<file path="src/rtl/cart_seq_pkg.sv">
package cart_seq_pkg;
  typedef enum logic [1:0] {
    PWR_OFF     = 2'd0,
    PWR_ON_RST  = 2'd1,
    PWR_ON      = 2'd2,
    PWR_OFF_REQ = 2'd3
  } pwrState_e;

  typedef struct packed {
    logic loadTimer;
    logic runTimer;
  } seqStrobe_t;

  localparam int STATE_LSB  = 2;
  localparam int SWAP_BIT   = 15;
  localparam int DETECT_BIT = 0;
  localparam int SLOT2_BIT  = 4;
endpackage

</file>
<file path="src/rtl/cart_seq_ctrl.sv">
module cart_seq_ctrl
  import cart_seq_pkg::*;
#(
  parameter int DATA_W = 16
) (
  input  logic              clk,
  input  logic              rstN,
  input  logic              ctrlWrEn,
  input  logic [DATA_W-1:0] wrData,
  input  logic              timerDone,
  output pwrState_e         pwrState,
  output logic              swapSel,
  output seqStrobe_t        strobe
);
  pwrState_e reqState;

  assign reqState = pwrState_e'(wrData[STATE_LSB +: 2]);

  always_comb begin
    strobe.runTimer  = (pwrState == PWR_OFF_REQ);
    strobe.loadTimer = ctrlWrEn && (pwrState != PWR_OFF_REQ) && (reqState == PWR_OFF_REQ);
  end

  always_ff @(posedge clk or negedge rstN) begin
    if (!rstN) begin
      pwrState <= PWR_OFF;
      swapSel  <= 1'b0;
    end else begin
      if (ctrlWrEn) swapSel <= wrData[SWAP_BIT];
      if (pwrState == PWR_OFF_REQ) begin
        if (timerDone) pwrState <= PWR_OFF;
      end else if (ctrlWrEn) begin
        pwrState <= reqState;
      end
    end
  end
endmodule

</file>
<file path="src/rtl/cart_seq_dp.sv">
module cart_seq_dp
  import cart_seq_pkg::*;
#(
  parameter int DELAY_W   = 16,
  parameter int UNIT_LOG2 = 10
) (
  input  logic               clk,
  input  logic               rstN,
  input  logic               delayWrEn,
  input  logic [DELAY_W-1:0] wrData,
  input  seqStrobe_t         strobe,
  output logic [DELAY_W-1:0] delayVal,
  output logic               timerDone
);
  localparam logic [UNIT_LOG2-1:0] PRE_MAX = {UNIT_LOG2{1'b1}};

  logic [UNIT_LOG2-1:0] preCnt;
  logic [DELAY_W-1:0]   unitCnt;

  assign timerDone = (unitCnt == '0);

  always_ff @(posedge clk or negedge rstN) begin
    if (!rstN) begin
      delayVal <= '0;
    end else if (delayWrEn) begin
      delayVal <= wrData;
    end
  end

  always_ff @(posedge clk or negedge rstN) begin
    if (!rstN) begin
      preCnt  <= '0;
      unitCnt <= '0;
    end else if (strobe.loadTimer) begin
      preCnt  <= '0;
      unitCnt <= delayVal;
    end else if (strobe.runTimer && !timerDone) begin
      if (preCnt == PRE_MAX) begin
        preCnt  <= '0;
        unitCnt <= unitCnt - 1'b1;
      end else begin
        preCnt <= preCnt + 1'b1;
      end
    end
  end
endmodule

</file>
<file path="src/rtl/cart_slot_sequencer.sv">
module cart_slot_sequencer
  import cart_seq_pkg::*;
#(
  parameter int DATA_W    = 16,
  parameter int UNIT_LOG2 = 10,
  parameter int NUM_PHYS  = 2
) (
  input  logic                clk,
  input  logic                rstN,
  input  logic                regAddr,
  input  logic                regWrEn,
  input  logic [DATA_W-1:0]   regWrData,
  output logic [DATA_W-1:0]   regRdData,
  input  logic [NUM_PHYS-1:0] cardEjected,
  output logic [NUM_PHYS-1:0] slotPowerEn,
  output logic [NUM_PHYS-1:0] slotReset
);
  pwrState_e         pwrState;
  logic              swapSel;
  logic              timerDone;
  seqStrobe_t        strobe;
  logic [DATA_W-1:0] delayVal;
  logic [DATA_W-1:0] ctrlWord;
  logic              activeEjected;

  cart_seq_ctrl #(.DATA_W(DATA_W)) u_ctrl (
    .clk      (clk),
    .rstN     (rstN),
    .ctrlWrEn (regWrEn && !regAddr),
    .wrData   (regWrData),
    .timerDone(timerDone),
    .pwrState (pwrState),
    .swapSel  (swapSel),
    .strobe   (strobe)
  );

  cart_seq_dp #(.DELAY_W(DATA_W), .UNIT_LOG2(UNIT_LOG2)) u_dp (
    .clk      (clk),
    .rstN     (rstN),
    .delayWrEn(regWrEn && regAddr),
    .wrData   (regWrData),
    .strobe   (strobe),
    .delayVal (delayVal),
    .timerDone(timerDone)
  );

  assign activeEjected = swapSel ? cardEjected[1] : cardEjected[0];

  for (genvar g = 0; g < NUM_PHYS; g++) begin : g_phys
    logic isActive;
    assign isActive       = (g == 0) ? !swapSel : ((g == 1) ? swapSel : 1'b0);
    assign slotPowerEn[g] = isActive && (pwrState != PWR_OFF);
    assign slotReset[g]   = !(isActive && (pwrState == PWR_ON));
  end

  always_comb begin
    ctrlWord                   = '0;
    ctrlWord[DETECT_BIT]       = activeEjected;
    ctrlWord[STATE_LSB +: 2]   = pwrState;
    ctrlWord[SLOT2_BIT]        = 1'b1;
    ctrlWord[SWAP_BIT]         = swapSel;
  end

  assign regRdData = regAddr ? delayVal : ctrlWord;
endmodule

</file>
<file path="config.mk">
export PLATFORM = sky130hd
export DESIGN_NAME = cart_slot_sequencer
export DESIGN_NICKNAME = d
export VERILOG_FILES = /design/src/rtl/cart_seq_pkg.sv /design/src/rtl/cart_seq_ctrl.sv /design/src/rtl/cart_seq_dp.sv /design/src/rtl/cart_slot_sequencer.sv
export SDC_FILE = /design/constraint.sdc
export NUM_CORES = 1
export LEC_CHECK = 0
export ABC_AREA = 1
export ABC_CLOCK_PERIOD_IN_PS = 3930
export BUFFER_PORTS_ARGS = -buffer_cell sky130_fd_sc_hd__buf_2
export CORE_MARGIN = 2
export CORE_UTILIZATION = 45
export DETAILED_ROUTE_END_ITERATION = 6
export PLACE_DENSITY = 0.62
export SLEW_MARGIN = 25
export SYNTH_ARGS = -nofsm -noshare
export SYNTH_HDL_FRONTEND = slang
export SYNTH_SLANG_ARGS = --single-unit
</file>
<file path="constraint.sdc">
create_clock -name clk -period 3.93 [get_ports clk]
set_input_delay 0.393 -clock clk [delete_from_list [all_inputs] [get_ports clk]]
set_output_delay 0.393 -clock clk [all_outputs]
set_load 0.01 [all_outputs]
</file>
==> results by group <==
Outcome
  • Run status: finished, final reports clean

Power and ir drop
  • Leakage power: roughly 1.7 nW
  • Maximum VDD drop: 0.254 mV
  • Power Density: 441 nW/µm²

CTS
  • Clk sinks: between 40 and 50
  • Worst-Skew Late Latency: 0.31 ns
  • CTS root buf: clkbuf_8
  • Reg clk slew, reported paths: 0.10 ns
  • Post-CTS setup repair buffer count: 0
  • TritonCTS clock tree: done
  • H-tree lvl count: 2
  • Clock tree buffer depth: 2
  • Total CTS buffers: 5
  • Hold_buf cts: 0
  • Resize count post-CTS: 0

STA
  • Final setup fails: 0
  • Fin. Hold Viols: 0
  • Final Critical Period: 2.12 ns
  • Post-route setup TNS: 0 ns
  • Max-slew headroom at the worst pin: 0.523
  • Worst Clk Skew: approximately 0.012 ns
  • RSZ-0062 raised after global routing: no
  • Actual slew at the worst max-slew pin: 0.714 ns
  • Final count of pins violating max slew: 0
  • Tcrit/Tclk final: 0.540
  • Achievable frequency: 0.471 GHz

Cells and area
  • Most frequent cells in the layout: nand2_1, dfrtp_1, nor2_1, inv_1, buf_2
  • Share of layout cells above drive strength 1: 0.186
  • Commonest non-fill, non-tap cell in the layout: nand2_1
  • Post-Layout Cell Count: 490
  • ANT cells: 0
  • Nets: about 440
  • Finished Cell Area: 3050 µm²
  • Area Overhead vs Synth: 12.1%
  • Fillcell total: 595

Place
  • Area after DPL: 2930 µm²
  • Post-DP HPWL: 4.22 mm
  • Post-placement cell count: ~480
  • Gpl congestion: 0.802
  • IO buf count: 41

Worst setup path
  • CP max FO: 24
  • CP Launch Type: flip-flop
  • CP arrival: 2.36 ns
  • Critical path type: reg2reg
  • Crit path required time: 4.17 ns
  • Critical path capture point type: flip-flop

Yosys
  • Syn_nets: 400
  • Post-synthesis mux area share: 0.0622
  • Cell count after synthesis: roughly 380
  • Main combinational cell family by area after synthesis: simple AND/OR/NAND/NOR gates
  • #FFs+latches synth: 45
  • Sequential area share after synthesis: 0.415
  • Adder-cell share of the synthesized area: 0.00921
  • Xor and xnor area share after synthesis: 0.00967
  • Synth Area in Simple Gates: 0.346
  • Synth warnings: 0
  • Synthesized area: 2720 µm²
  • Synth cell types: 32
  • Synth Area in Compound Gates: 0.0668
  • Synthesized area per cell: 7.22 µm²

Global route
  • Total GRT Usage: 0.194
  • Initial antenna violation count: 0
  • Largest net degree at the start of global routing: 46
  • Global-route wire length before repair: 10.1 mm
  • GR Overflow Total: 0
  • Vias in the first global route: 2,283

Detailed routing
  • Final WL: 5.94 mm
  • Detailed Route Iter0 Violations: 122
  • First drt pass iteration count: 4
  • Routed vias: 2,435
  • # DRC: 0
  • Vias per inst: between 4 and 5
  • WL/cell: 12.1 µm
  • Routed Antenna Nets: 0

Flow run
  • Max-cap viol count: 0

Die
  • Die footprint: 6670 µm²
  • Num ports: 42
  • Initial Util: 0.462
  • Die H: 81.7 µm
  • Core ar.: just under 6000 µm²
  • Die span in x: 81.7 µm
  • Cell Rows: 28

Min path
  • Worst Hold Class: in2async
[where the power goes]
part | internal, mW | switching (mW) | leakage [nW]
clock network | 0.191 | 0.169 | 0.0554
registers | 0.548 | 0.0857 | 0.557
logic | 0.144 | 0.206 | 1.12
total | 0.883 | 0.460 | 1.73
[cells by family after synthesis]
| logic type | Yosys count |
|---|---|
| and+or+nand+nor | 224 |
| buffers and inverters | 53 |
| DFF | 45 |
| AOI/OAI and AO/OA | 34 |
| muxes | 15 |
| xor gates and xnor gates | 3 |
| adders and majority gates | 2 |
[per-layer routing]
metal / GRT usage / share of wire / vias to the layer above
li1: - / - / 1246
met1: 0.270 / 0.48 / 1132
met2: 0.314 / 0.47 / 55
met3: 0.0308 / 0.037 / 2
met4: 0.0517 / 0.0047 / 0
met5: 0 / 0 / -
[stage by stage]
step	util	setup WS (ns)	power (mW)	hold WS, ns
CTS	0.517	1.79	1.36	0.0987
global route	0.517	1.60	1.44	0.136
detailed placement	0.499	1.53	0.993	0.443
floorplan	-	2.36	0.887	0.0974
global placement	0.498	1.62	0.987	0.497
finish	0.517	1.81	1.34	0.0855
[worst max-delay path, cell delays in order, from the launching register on]
cell	delay [ns]
dfrtp_1	0.43
nand2_1	0.15
nand4_2	0.54
nand2_1	0.44
nand2_8	0.17
inv_4	0.18
nand2_1	0.08
nand2_1	0.06
[state kept, by name (all words and copies together), names as in the netlist]
register / flops
u_ctrl.swapSel: 1
u_ctrl.pwrState: 2
u_dp.delayVal: 16
u_dp.unitCnt: 16
u_dp.preCnt: 10
[cells in the mapped netlist]
cell type	count	area, µm²
nand3_1	25	125
buf_6	3	33.8
nand2_1	143	537
nand2_8	1	20.0
nor2_1	43	161
clkbuf_1	1	3.75
o21bai_1	3	22.5
o21ai_1	1	5.00
inv_1	40	150
nand4_2	1	12.5
nand2_2	2	12.5
a21oi_1	14	70.1
ha_1	2	25.0
mux2_2	15	169
or2_2	2	12.5
nand2_4	2	22.5
buf_4	1	7.51
o21a_1	1	7.51
buf_12	1	20.0
nor2_4	1	11.3
o21ai_0	14	70.1
nor2_2	2	12.5
buf_2	3	15.0
nand3b_1	1	7.51
nand4_1	1	6.26
xor2_1	2	17.5
inv_2	2	7.51
inv_4	1	6.26
buf_1	1	3.75
a31oi_1	1	6.26
dfrtp_1	45	1130
xnor2_1	1	8.76
[cell type report]
cell class,count,area (µm²),share of cell area
clock buffer,6,72.6,0.0238
clock inverter,2,38.8,0.0127
inverter,43,164,0.0538
timing repair buffer,41,208,0.0682
multi-input combinational,278,1340,0.441
tap,75,93.8,0.0308
sequential,45,1130,0.370
[worst paths after layout]
| path | start | to | cells past startpoint | slack, ns |
|---|---|---|---|---|
| max | u_ctrl.pwrState[1] | u_dp.unitCnt[12] | 7 | 1.81 |
| min | rstN | u_dp.preCnt[5] | 1 | 0.09 |
| max reg2reg | u_ctrl.pwrState[1] | u_dp.unitCnt[12] | 7 | 1.81 |
| min reg2reg | u_dp.preCnt[0] | u_dp.preCnt[0] | 1 | 0.51 |
| max in group asynchronous | rstN | u_dp.delayVal[2] | 1 | 3.44 |
| min in group clk | regWrData[7] | u_dp.delayVal[7] | 2 | 0.31 |
Note: power is estimated with default switching activity, not from simulation.
